<file path="config.mk">
export PLATFORM = sky130hd
export DESIGN_NAME = regbus_uart
export DESIGN_NICKNAME = d
export VERILOG_FILES = /design/src/rtl/uartp_pkg.sv /design/src/rtl/uartp_fifo.sv /design/src/rtl/uartp_tx.sv /design/src/rtl/uartp_rx.sv /design/src/rtl/regbus_uart.sv
export SDC_FILE = /design/constraint.sdc
export NUM_CORES = 1
export LEC_CHECK = 0
export ABC_AREA = 1
export CAP_MARGIN = 5
export CORE_AREA = 2 2 415 335
export CTS_CLUSTER_SIZE = 10
export DETAILED_ROUTE_END_ITERATION = 8
export DIE_AREA = 0 0 417 337
export PLACE_DENSITY = 0.55
export SYNTH_ARGS = -nofsm -noshare
export SYNTH_HDL_FRONTEND = slang
export SYNTH_SLANG_ARGS = --single-unit
</file>
<file path="constraint.sdc">
create_clock -name clk -period 4.06 [get_ports clk]
set_input_delay 0.609 -clock clk [delete_from_list [all_inputs] [get_ports clk]]
set_output_delay 0.609 -clock clk [all_outputs]
set_load 0.01 [all_outputs]
</file>
<file path="src/rtl/uartp_pkg.sv">
package uartp_pkg;

   localparam logic [7:0] OFF_TXD  = 8'h00;
   localparam logic [7:0] OFF_RXD  = 8'h04;
   localparam logic [7:0] OFF_CTL  = 8'h08;
   localparam logic [7:0] OFF_STA  = 8'h0C;
   localparam logic [7:0] OFF_THR  = 8'h10;
   localparam logic [7:0] OFF_RATE = 8'h14;

   localparam int CB_TXEN  = 12;
   localparam int CB_RXEN  = 13;
   localparam int CB_STOP  = 16;
   localparam int CB_PODD  = 18;
   localparam int CB_PEN   = 19;
   localparam int CB_LEN   = 20;
   localparam int CB_TXRST = 22;
   localparam int CB_RXRST = 23;
   localparam int CB_CLR   = 24;
   localparam int CB_RXIE  = 27;
   localparam int CB_TXIE  = 28;

   localparam logic [31:0] CTL_MASK = 32'h19FF_B000;

   localparam int SB_PERR = 16;
   localparam int SB_FERR = 17;
   localparam int SB_OVF  = 18;
   localparam int SB_RXE  = 20;
   localparam int SB_TXF  = 21;
   localparam int SB_TXE  = 22;
   localparam int SB_BUSY = 25;

   typedef struct packed {
      logic [1:0] len;     // 0:8 1:7 2:6 3:5 data bits
      logic       par_en;
      logic       par_odd;
      logic       stop2;
   } frame_cfg_t;

   function automatic logic [3:0] data_bits(input logic [1:0] len);
      return 4'd8 - {2'b00, len};
   endfunction

   function automatic logic [7:0] data_mask(input logic [1:0] len);
      return 8'hFF >> len;
   endfunction

endpackage

</file>
<file path="src/rtl/uartp_fifo.sv">
module uartp_fifo #(
   parameter int W     = 8,
   parameter int DEPTH = 64
) (
   input  logic         clk,
   input  logic         rst_n,
   input  logic         flush,
   input  logic         push,
   input  logic [W-1:0] din,
   input  logic         pop,
   output logic [W-1:0] dout,
   output logic [$clog2(DEPTH):0] count,
   output logic         full,
   output logic         empty
);
   localparam int AW = $clog2(DEPTH);

   generate
      if ((DEPTH & (DEPTH - 1)) != 0 || DEPTH < 2) begin : g_bad_depth
         $error("uartp_fifo: DEPTH must be a power of two of at least 2");
      end
   endgenerate

   logic [W-1:0]  mem [DEPTH];
   logic [AW-1:0] wp, rp;
   logic          do_push, do_pop;

   assign full    = (count == (AW+1)'(DEPTH));
   assign empty   = (count == '0);
   assign do_push = push && !full;
   assign do_pop  = pop && !empty;
   assign dout    = mem[rp];

   always_ff @(posedge clk) begin
      if (do_push) mem[wp] <= din;
   end

   always_ff @(posedge clk or negedge rst_n) begin
      if (!rst_n) begin
         wp <= '0; rp <= '0; count <= '0;
      end else if (flush) begin
         wp <= '0; rp <= '0; count <= '0;
      end else begin
         if (do_push) wp <= wp + 1'b1;
         if (do_pop)  rp <= rp + 1'b1;
         count <= count + (AW+1)'(do_push) - (AW+1)'(do_pop);
      end
   end

   a_r4_full_push_dropped: assert property (@(posedge clk) disable iff (!rst_n)
      (push && full && !pop && !flush) |=> (count == $past(count)));
   a_r10_flush_empties: assert property (@(posedge clk) disable iff (!rst_n)
      flush |=> empty);
   a_r4_never_overfill: assert property (@(posedge clk) disable iff (!rst_n)
      count <= (AW+1)'(DEPTH));
endmodule

</file>
<file path="src/rtl/uartp_tx.sv">
module uartp_tx
   import uartp_pkg::*;
#(
   parameter int OSR = 16
) (
   input  logic       clk,
   input  logic       rst_n,
   input  logic       srst,
   input  logic       en,
   input  frame_cfg_t cfg,
   input  logic       baud_tick,
   input  logic       fifo_empty,
   input  logic [7:0] fifo_data,
   output logic       pop,
   output logic       busy,
   output logic       txd
);
   localparam int CW = $clog2(OSR);

   typedef enum logic [2:0] {T_IDLE, T_START, T_DATA, T_PAR, T_STOP} tx_st_t;

   tx_st_t        st;
   frame_cfg_t    cfg_q;
   logic [7:0]    sh;
   logic          par_q, stop_n;
   logic [CW-1:0] cnt;
   logic [2:0]    bidx;
   logic          last;
   logic [7:0]    masked;

   assign masked = fifo_data & data_mask(cfg.len);
   assign pop    = (st == T_IDLE) && en && !fifo_empty && !srst;
   assign busy   = (st != T_IDLE);
   assign last   = baud_tick && (cnt == CW'(OSR - 1));

   always_comb begin
      case (st)
         T_START: txd = 1'b0;
         T_DATA:  txd = sh[0];
         T_PAR:   txd = par_q;
         default: txd = 1'b1;
      endcase
   end

   always_ff @(posedge clk or negedge rst_n) begin
      if (!rst_n) begin
         st <= T_IDLE; cfg_q <= '0; sh <= '0; par_q <= 1'b0;
         stop_n <= 1'b0; cnt <= '0; bidx <= '0;
      end else if (srst) begin
         st <= T_IDLE; cnt <= '0;
      end else begin
         if (baud_tick && st != T_IDLE) cnt <= last ? '0 : cnt + 1'b1;
         case (st)
            T_IDLE: if (pop) begin
               st <= T_START; cfg_q <= cfg; sh <= masked;
               par_q <= (^masked) ^ cfg.par_odd;
               cnt <= '0; bidx <= '0; stop_n <= 1'b0;
            end
            T_START: if (last) st <= T_DATA;
            T_DATA: if (last) begin
               sh   <= sh >> 1;
               bidx <= bidx + 1'b1;
               if ({1'b0, bidx} == data_bits(cfg_q.len) - 4'd1)
                  st <= cfg_q.par_en ? T_PAR : T_STOP;
            end
            T_PAR: if (last) st <= T_STOP;
            T_STOP: if (last) begin
               if (cfg_q.stop2 && !stop_n) stop_n <= 1'b1;
               else st <= T_IDLE;
            end
            default: st <= T_IDLE;
         endcase
      end
   end

   a_r10_tx_reset_idle: assert property (@(posedge clk) disable iff (!rst_n)
      srst |=> (!busy && txd));
   a_r3_hold_when_off: assert property (@(posedge clk) disable iff (!rst_n)
      (!busy && !en) |=> !busy);
   a_r2_start_is_low: assert property (@(posedge clk) disable iff (!rst_n)
      (pop) |=> !txd);
endmodule

</file>
<file path="src/rtl/uartp_rx.sv">
module uartp_rx
   import uartp_pkg::*;
#(
   parameter int OSR  = 16,
   parameter int SYNC = 2
) (
   input  logic       clk,
   input  logic       rst_n,
   input  logic       srst,
   input  logic       en,
   input  frame_cfg_t cfg,
   input  logic       baud_tick,
   input  logic       rxd,
   output logic       push,
   output logic [7:0] pdata,
   output logic       perr,
   output logic       ferr
);
   localparam int CW   = $clog2(OSR);
   localparam int HALF = OSR / 2 - 1;

   typedef enum logic [2:0] {R_IDLE, R_START, R_DATA, R_PAR, R_STOP, R_HOLD} rx_st_t;

   logic [SYNC-1:0] sy;
   logic            rx_s;

   generate
      for (genvar i = 0; i < SYNC; i++) begin : g_sync
         always_ff @(posedge clk or negedge rst_n) begin
            if (!rst_n) sy[i] <= 1'b1;
            else if (i == 0) sy[i] <= rxd;
            else sy[i] <= sy[(i == 0) ? 0 : i - 1];
         end
      end
   endgenerate
   assign rx_s = sy[SYNC-1];

   rx_st_t        st;
   frame_cfg_t    cfg_q;
   logic [7:0]    sh, aligned;
   logic          par_bit;
   logic [CW-1:0] cnt;
   logic [2:0]    bidx;
   logic          last;

   assign last    = baud_tick && (cnt == CW'(OSR - 1));
   assign aligned = sh >> cfg_q.len;

   always_ff @(posedge clk or negedge rst_n) begin
      if (!rst_n) begin
         st <= R_IDLE; cfg_q <= '0; sh <= '0; par_bit <= 1'b0; cnt <= '0;
         bidx <= '0; push <= 1'b0; pdata <= '0; perr <= 1'b0; ferr <= 1'b0;
      end else if (srst || !en) begin
         st <= R_IDLE; push <= 1'b0; cnt <= '0;
      end else begin
         push <= 1'b0;
         case (st)
            R_IDLE: if (!rx_s) begin
               st <= R_START; cnt <= '0; cfg_q <= cfg;
            end
            R_START: if (baud_tick) begin
               if (cnt == CW'(HALF)) begin
                  cnt <= '0; bidx <= '0;
                  st  <= rx_s ? R_IDLE : R_DATA;
               end else cnt <= cnt + 1'b1;
            end
            R_DATA: if (baud_tick) begin
               cnt <= last ? '0 : cnt + 1'b1;
               if (last) begin
                  sh   <= {rx_s, sh[7:1]};
                  bidx <= bidx + 1'b1;
                  if ({1'b0, bidx} == data_bits(cfg_q.len) - 4'd1)
                     st <= cfg_q.par_en ? R_PAR : R_STOP;
               end
            end
            R_PAR: if (baud_tick) begin
               cnt <= last ? '0 : cnt + 1'b1;
               if (last) begin par_bit <= rx_s; st <= R_STOP; end
            end
            R_STOP: if (baud_tick) begin
               cnt <= last ? '0 : cnt + 1'b1;
               if (last) begin
                  push  <= 1'b1;
                  pdata <= aligned;
                  perr  <= cfg_q.par_en && (par_bit != ((^aligned) ^ cfg_q.par_odd));
                  ferr  <= !rx_s;
                  st    <= rx_s ? R_IDLE : R_HOLD;
               end
            end
            R_HOLD: if (rx_s) st <= R_IDLE;
            default: st <= R_IDLE;
         endcase
      end
   end

   a_r9_quiet_when_off: assert property (@(posedge clk) disable iff (!rst_n)
      !en |=> !push);
   a_r7_no_restart_low: assert property (@(posedge clk) disable iff (!rst_n)
      (push && ferr && en && !srst) |=> (st == R_HOLD || !en || srst));
   a_r5_single_push: assert property (@(posedge clk) disable iff (!rst_n)
      push |=> !push);
endmodule

</file>
<file path="src/rtl/regbus_uart.sv">
module regbus_uart
   import uartp_pkg::*;
#(
   parameter int DEPTH = 64,
   parameter int OSR   = 16,
   parameter int SYNC  = 2
) (
   input  logic        clk,
   input  logic        rst_n,
   input  logic        bus_wr,
   input  logic        bus_rd,
   input  logic [7:0]  bus_addr,
   input  logic [31:0] bus_wdata,
   output logic [31:0] bus_rdata,
   input  logic        baud_tick,
   input  logic        rxd,
   output logic        txd,
   output logic        irq_rx,
   output logic        irq_tx
);
   localparam int CNTW = $clog2(DEPTH) + 1;
   localparam int RXW  = 10;

   generate
      if (DEPTH != 64 && DEPTH != 128) begin : g_bad_depth
         $error("regbus_uart: DEPTH must be 64 or 128");
      end
      if (OSR < 4 || (OSR & (OSR - 1)) != 0) begin : g_bad_osr
         $error("regbus_uart: OSR must be a power of two of at least 4");
      end
      if (SYNC < 2) begin : g_bad_sync
         $error("regbus_uart: SYNC must be at least 2");
      end
   endgenerate

   logic [31:0] ctl;
   logic [15:0] thr;
   logic [23:0] rate;
   logic        perr_f, ferr_f, ovf_f;
   frame_cfg_t  cfg;

   assign cfg.len     = ctl[CB_LEN+1:CB_LEN];
   assign cfg.par_en  = ctl[CB_PEN];
   assign cfg.par_odd = ctl[CB_PODD];
   assign cfg.stop2   = (ctl[CB_STOP+1:CB_STOP] == 2'b01);

   logic wr_ctl, wr_thr, wr_rate, wr_txd, rd_rxd;
   assign wr_ctl  = bus_wr && bus_addr == OFF_CTL;
   assign wr_thr  = bus_wr && bus_addr == OFF_THR;
   assign wr_rate = bus_wr && bus_addr == OFF_RATE;
   assign wr_txd  = bus_wr && bus_addr == OFF_TXD;
   assign rd_rxd  = bus_rd && bus_addr == OFF_RXD;

   // transmit path
   logic [7:0]      txf_dout;
   logic [CNTW-1:0] txf_cnt;
   logic            txf_full, txf_empty, tx_pop, tx_busy;

   uartp_fifo #(.W(8), .DEPTH(DEPTH)) u_txf (
      .clk(clk), .rst_n(rst_n), .flush(ctl[CB_TXRST]),
      .push(wr_txd), .din(bus_wdata[7:0]), .pop(tx_pop),
      .dout(txf_dout), .count(txf_cnt), .full(txf_full), .empty(txf_empty));

   uartp_tx #(.OSR(OSR)) u_tx (
      .clk(clk), .rst_n(rst_n), .srst(ctl[CB_TXRST]), .en(ctl[CB_TXEN]),
      .cfg(cfg), .baud_tick(baud_tick), .fifo_empty(txf_empty),
      .fifo_data(txf_dout), .pop(tx_pop), .busy(tx_busy), .txd(txd));

   // receive path
   logic [7:0]      rx_data;
   logic            rx_push, rx_perr, rx_ferr;
   logic [RXW-1:0]  rxf_dout;
   logic [CNTW-1:0] rxf_cnt;
   logic            rxf_full, rxf_empty;

   uartp_rx #(.OSR(OSR), .SYNC(SYNC)) u_rx (
      .clk(clk), .rst_n(rst_n), .srst(ctl[CB_RXRST]), .en(ctl[CB_RXEN]),
      .cfg(cfg), .baud_tick(baud_tick), .rxd(rxd), .push(rx_push),
      .pdata(rx_data), .perr(rx_perr), .ferr(rx_ferr));

   uartp_fifo #(.W(RXW), .DEPTH(DEPTH)) u_rxf (
      .clk(clk), .rst_n(rst_n), .flush(ctl[CB_RXRST]),
      .push(rx_push), .din({rx_ferr, rx_perr, rx_data}), .pop(rd_rxd),
      .dout(rxf_dout), .count(rxf_cnt), .full(rxf_full), .empty(rxf_empty));

   // registers and sticky flags
   always_ff @(posedge clk or negedge rst_n) begin
      if (!rst_n) begin
         ctl <= '0; thr <= '0; rate <= '0;
         perr_f <= 1'b0; ferr_f <= 1'b0; ovf_f <= 1'b0;
      end else begin
         if (wr_ctl)  ctl  <= bus_wdata & CTL_MASK;
         if (wr_thr)  thr  <= bus_wdata[15:0];
         if (wr_rate) rate <= bus_wdata[23:0];
         if (ctl[CB_CLR]) begin
            perr_f <= 1'b0; ferr_f <= 1'b0; ovf_f <= 1'b0;
         end else begin
            if (rx_push && rx_perr)  perr_f <= 1'b1;
            if (rx_push && rx_ferr)  ferr_f <= 1'b1;
            if (wr_txd && txf_full)  ovf_f  <= 1'b1;
         end
      end
   end

   logic [31:0] sta;
   always_comb begin
      sta          = '0;
      sta[SB_PERR] = perr_f;
      sta[SB_FERR] = ferr_f;
      sta[SB_OVF]  = ovf_f;
      sta[SB_RXE]  = rxf_empty;
      sta[SB_TXF]  = txf_full;
      sta[SB_TXE]  = txf_empty;
      sta[SB_BUSY] = tx_busy;
   end

   always_comb begin
      case (bus_addr)
         OFF_RXD:  bus_rdata = rxf_empty ? 32'd0 : {22'd0, rxf_dout};
         OFF_CTL:  bus_rdata = ctl;
         OFF_STA:  bus_rdata = sta;
         OFF_THR:  bus_rdata = {16'd0, thr};
         OFF_RATE: bus_rdata = {8'd0, rate};
         default:  bus_rdata = 32'd0;
      endcase
   end

   assign irq_rx = ctl[CB_RXIE] && ({1'b0, rxf_cnt} >= (CNTW+1)'(thr[7:0]));
   assign irq_tx = ctl[CB_TXIE] && ({1'b0, txf_cnt} <  (CNTW+1)'(thr[15:8]));

   a_r8_clear_wins: assert property (@(posedge clk) disable iff (!rst_n)
      ctl[CB_CLR] |=> (!perr_f && !ferr_f && !ovf_f));
   a_r4_overflow_flags: assert property (@(posedge clk) disable iff (!rst_n)
      (wr_txd && txf_full && !ctl[CB_CLR]) |=> ovf_f);
   a_r11_rx_irq_empty: assert property (@(posedge clk) disable iff (!rst_n)
      (rxf_empty && thr[7:0] != 8'd0) |-> !irq_rx);
   a_r8_flags_sticky: assert property (@(posedge clk) disable iff (!rst_n)
      (perr_f && !ctl[CB_CLR]) |=> perr_f);
endmodule

</file>
* After elaboration in Yosys (flattened, before gate mapping)
Memory sizes are Yosys's and may differ from the RTL's.
Cells that the tools add are included.
** Cells by class
- Add/sub/neg operators :: 16
- $lt $le $gt $ge :: 2
- Equality and inequality tests :: 50
- Shift operators :: 2
- Multiplexer cells :: 80
- Bitwise gates (word level) :: 6
- Reductions and logical operators :: 62
** Operator list (count)
- one-hot mux 29 bit (5 select lines) :: 1
- 2-to-1 mux 3 bit :: 29
- 2-to-1 mux 6 bit :: 8
- 2-to-1 mux 4 bit :: 11
- inequality test 3 x 2 -> 1 bit, second input constant :: 9
- adder 6 x 1 -> 6 bit, second input constant :: 4
- logical AND 1 bit :: 22
- inequality test 3 x 1 -> 1 bit, second input constant :: 7
- AND reduction 4 bit :: 5
- nonzero test 2 bit :: 10
- one-hot mux 3 bit (6 select lines) :: 1
- 2-to-1 mux 1 bit :: 17
- equality test 8 x 4 -> 1 bit, second input constant :: 2
- equality test 8 x 5 -> 1 bit, second input constant :: 2
- 2-to-1 mux 8 bit :: 2
- one-hot mux 8 bit (2 select lines) :: 1
- XOR reduction 8 bit :: 2
- one-hot mux 3 bit (5 select lines) :: 1
- adder 7 x 1 -> 7 bit :: 2
- equality test 7 bit, second input constant :: 2
- zero test 7 bit :: 2
- 2-to-1 mux 7 bit :: 2
- subtractor 7 x 1 -> 7 bit :: 2
- equality test 3 x 2 -> 1 bit, second input constant :: 4
- 40 further kinds :: 70
** Word-level totals
- Register bits :: 155
- Bits in writable memories :: 1152
- Input bits :: 46
- Output and inout port bits :: 35
- Logic and storage cells :: 255
- Memories kept :: 2
** Memories
- u_rxf.mem :: depth 64, width 10, rd ports 1, clocked after memory_dff 0, wr ports 1, line uartp_fifo.sv:24 : logic [W-1:0] mem [DEPTH];
- u_txf.mem :: depth 64, width 8, rd ports 1, clocked after memory_dff 0, wr ports 1, line uartp_fifo.sv:24

* Depth between registers and ports, before layout
- Word-level depth :: 8
- Mapped depth :: 21
- Gate-level depth less buffers :: 19

* By module
Synthesis repeated with hierarchy kept, for this count alone.
** Unflattened totals
- Cells, all modules :: 5646
- Area, all modules :: 57492.6 µm²
** By module, submodules not included
- uartp_fifo (u_rxf) :: instances 1, cells an instance 2600, area an instance 27923.0 µm², seq. area each 19693.9 µm²
- uartp_fifo (u_txf) :: instances 1, cells an instance 2127, area an instance 22648.0 µm², seq. area each 15850.2 µm²
- regbus_uart :: instances 1, cells an instance 444, area an instance 3306.9 µm², seq. area each 1426.4 µm²
- uartp_rx :: instances 1, cells an instance 284, area an instance 2164.6 µm², seq. area each 903.4 µm²
- uartp_tx :: instances 1, cells an instance 191, area an instance 1450.1 µm², seq. area each 600.6 µm²

* Worst setup path before layout
OpenSTA, ideal clock, no wires.
- Path kind :: input port to flip-flop
- From :: in bus_addr[1]
- To :: reg u_rxf.count[6]
- Library setup time :: 0.077 ns
- Data arrival time :: 3.145 ns
- Data required time :: 3.983 ns
- Path slack :: 0.838 ns
- Stages :: 19
- Buffers on the path :: 0
- Cell sequence :: nor2_1 > inv_1 > nor3_1 > nand2_1 > nor2_2 > nand2_2 > inv_1 > ha_1 > inv_1 > ha_1 > inv_1 > fa_1 > o31ai_1 > inv_1 > nor2_1 > nor2_1 > o21bai_1 > o21ai_0 > a21oi_1
** Between the ends
- Cells in the longest elaborated chain, start to end :: 5
** RTL lines
- start, declared :: line regbus_uart.sv:12 : input logic [7:0] bus_addr,
- equality test 8 x 3 -> 1 bit :: line regbus_uart.sv:52 : assign rd_rxd = bus_rd && bus_addr == OFF_RXD;
- logical AND 1 bit :: line regbus_uart.sv:52
- logical AND 1 bit :: line uartp_fifo.sv:31 : assign do_pop = pop && !empty;
- subtractor 7 x 1 -> 7 bit :: line uartp_fifo.sv:46 : count <= count + (AW+1)'(do_push) - (AW+1)'(do_pop);
- 2-to-1 mux 7 bit :: line uartp_fifo.sv:41 : end else if (flush) begin
- end signal, assigned :: line uartp_fifo.sv:46
- end, declared :: line uartp_fifo.sv:12 : output logic [$clog2(DEPTH):0] count,
No other way between the ends.
A chain may end at the register's enable or synchronous reset.

* Final worst setup path
- From :: reg u_rxf.rp[0]
- To :: out bus_rdata[7]
** Between the ends
- Cells in the longest elaborated chain, start to end :: 3
** RTL lines
- start, declared :: line uartp_fifo.sv:25 : logic [AW-1:0] wp, rp;
- start signal, assigned :: line uartp_fifo.sv:45 : if (do_pop) rp <= rp + 1'b1;
- memory read (64 x 10 bit)
- 2-to-1 mux 10 bit :: line regbus_uart.sv:119 : OFF_RXD: bus_rdata = rxf_empty ? 32'd0 : {22'd0, rxf_dout};
- one-hot mux 29 bit (5 select lines) :: line regbus_uart.sv:118 : case (bus_addr)
- end, declared :: line regbus_uart.sv:14 : output logic [31:0] bus_rdata,
No other way between the ends.

==> impl_metrics.json <==
{
  "die_x_um": 417,
  "cp-end-kind": "output pin",
  "worstPathArrival_ps": 3380,
  "synth_area_um2": 54200,
  "cp-start-kind": "register",
  "clock-sinks": 1307,
  "fin_skew_ps": 24.0,
  "antenna_found_initial": 2,
  "drc": 0,
  "finalWeightedCongestion": 0.847,
  "initial_utilization_pct": 39.6,
  "finalCriticalPeriod_ps": 3990,
  "critPathMaxFanout": 26,
  "hp-class": "input pin to register",
  "clock_latency_ps": 770,
  "nets": 5029,
  "fp.dieH_um": 337,
  "ant_nets": 0,
  "max_freq_ghz": 0.251,
  "cts_buffers": 151,
  "critPathKind": "register to output pin",
  "crit_required_ps": 3450,
  "wl_per_cell_um": 22.1,
  "cap_violations": 0,
  "gr-total-overflow": 0,
  "rows": 122,
  "synth_cells": 4683,
  "rsz0062_at_grt": "yes",
  "p_leak_nw": 21.4,
  "drtIter0Drc": 3723,
  "ys_types": 53,
  "yosys_most_used_dff": "edfxtp_1",
  "r2r_slack_ps": 640,
  "synth.ff_latch_count": 1307,
  "synth_edf_count": 1152,
  "cts_tree": "built",
  "worstHoldStart": "bus_wdata[0]",
  "portBuffers": 71,
  "ys_warn_count": 0,
  "yosysSeqAreaShare_pct": 70.9,
  "dp_slack_ps": 113,
  "r2r_start": "u_tx.st[1]$_DFFE_PN0P_",
  "clk_pin_slew_ps": 50,
  "htree_levels": 4,
  "setup_viol": 0,
  "relSlewSlack_pct": 21.1,
  "grt_pass1_vias": 34400,
  "fin_crit_sh_pct": 98.2,
  "vdd_drop_max_v": 0.000429,
  "p_per_area_nw_per_um2": 545,
  "clockBufferDepth": 3,
  "maxSlewViolCount": 0,
  "setup_slack_ps": 71.6,
  "tightestPinTransition_ps": 1180,
  "io_pins": 81,
  "vias_per_cell": 5.39,
  "syn_avg_cell_area_um2": 11.6,
  "synth-async-reset-ratio_pct": 11.9,
  "groute.usage.overall_pct": 21.2,
  "cp-startpoint": "u_rxf.rp[0]$_DFFE_PN0P_",
  "layout-drive-gt1-share_pct": 11.2,
  "fill_cells": 12300,
  "fp.dieArea_um2": 141000,
  "routed_wirelength_um": 150000,
  "status": "finished clean",
  "area_delta_synth_final_pct": 16.5,
  "drtPass1Iterations": 5,
  "vias": 36700,
  "core_area_um2": 137000,
  "fin_setup_tns_ps": 0,
  "cts-root-buf": "clkbuf_16",
  "grt_pass1_wl_um": 224000,
  "grt_max_degree": 106,
  "diodes": 0,
  "dpl.hpwl_um": 91300,
  "hold_violations": 0,
  "utilization_pct": 46.1
}
-- cell families (layout without fill, tap and decap cells) --
group                    after synthesis  in the layout  synth area share, %
AND/OR/NAND/NOR                     2009           2009                 15.1
flip-flops                          1307           1307                 70.9
AO/OA/AOI/OAI                        872            872                 9.17
buffers and inverters                440            764                 3.61
adder cells (fa/ha/maj)               41             41                0.974
XOR/XNOR                              12             12                0.194
other                                  1              4              0.00691
multiplexers                           1              1               0.0208
-- routing by layer --
metal	share of wire (%)	global-route usage, %
met5	0.055	0.407
met4	1.7	5.20
met3	8.2	4.43
met2	43	31.1
met1	47	32.1
-- cells in the mapped netlist, types with 46 or more instances --
library cell	count	area share [%]
edfxtp_1	1152	64
nand2_1	992	6.9
nor2_1	570	3.9
o21ai_0	459	4.2
nand3_1	378	3.5
inv_1	158	1.1
dfrtp_1	153	7.1
clkbuf_1	129	0.89
a21oi_1	128	1.2
o22ai_1	105	1.2
buf_2	76	0.70
o221ai_1	62	1.0
o211ai_1	46	0.64
-- timing repair --
action                     CTS  global route
hold endpoints to repair    67             0
buffers inserted             7             4
pin swaps                   17            27
hold buffers                 1             0
setup endpoints to repair   10            10
gates cloned                 7             1
gates resized for setup     75            48
-- cell type report --
class	instances	area [um2]	share of cell area (%)
clock buffer	202	4050	6.41
clock inverter	19	231	0.366
inverter	177	701	1.11
multi-input combinational	2939	14000	22.1
sequential	1307	38500	61.0
tap	1798	2250	3.56
timing repair buffer	364	3430	5.43
timing repair inverter	2	20.0	0.0317
-- worst max-delay path, stage by stage (launching register included) --
cell	delay, ps
dfrtp_4	500
buf_12	160
inv_16	120
buf_12	180
o21ai_0	110
o221ai_1	240
o211ai_1	260
nand2_1	130
o21ai_1	70
buf_4	170
nand2_1	70
nand3_2	140
o211ai_1	230
buf_2	210
-- stage by stage --
step / std cells / hold slack, ps / cell area, um2 / power [mW]
floorplan: 4686 / 313 / 54200 / 19.7
global placement: 6568 / 382 / 58400 / 22.2
detailed placement: 6568 / 385 / 58400 / 22.3
CTS: 6804 / 232 / 63000 / 34.6
global route: 6808 / 261 / 63200 / 36.0
finish: 6808 / 273 / 63200 / 34.4
-- cell usage in the layout (no fill, tap or decap), types with 60 or more instances in the layout --
cell	n
o21ai_0	435
edfxtp_1	1152
nand2_1	991
nor2_1	569
clkbuf_16	153
nand3_1	369
buf_4	248
inv_1	158
dfrtp_1	138
a21oi_1	126
o22ai_1	103
o221ai_1	60
-- registers in the layout, indices dropped and copies added, names as in the netlist, 8 cells and up --
name	cells
u_txf.mem	512
ctl	14
thr	16
u_rx.sh	8
u_tx.sh	8
u_rx.pdata	8
u_rxf.mem	640
rate	24
-- where the power goes --
group / internal, mW / total [mW] / leakage (nW) / switching [mW]
clock network: 6.93 / 12.1 / 2.07 / 5.20
logic: 2.36 / 7.33 / 8.26 / 4.96
registers: 14.7 / 15.0 / 11.0 / 0.235
total: 24.0 / 34.4 / 21.4 / 10.4
-- worst paths after layout --
kind                                              end  cells past startpoint
max in group asynchronous     u_txf.rp[0]$_DFFE_PN0P_                      3
hold reg to reg                   u_rx.rx_s$_DFF_PN1_                      0
setup / recovery                         bus_rdata[7]                     13
min in group asynchronous         ctl[28]$_DFFE_PN0P_                      2
setup reg to reg             u_txf.count[6]$_DFF_PN0_                     19
hold / removal             u_txf.mem[50][0]$_DFFE_PP_                      1
No activity file was read; power rests on OpenSTA's default activity.
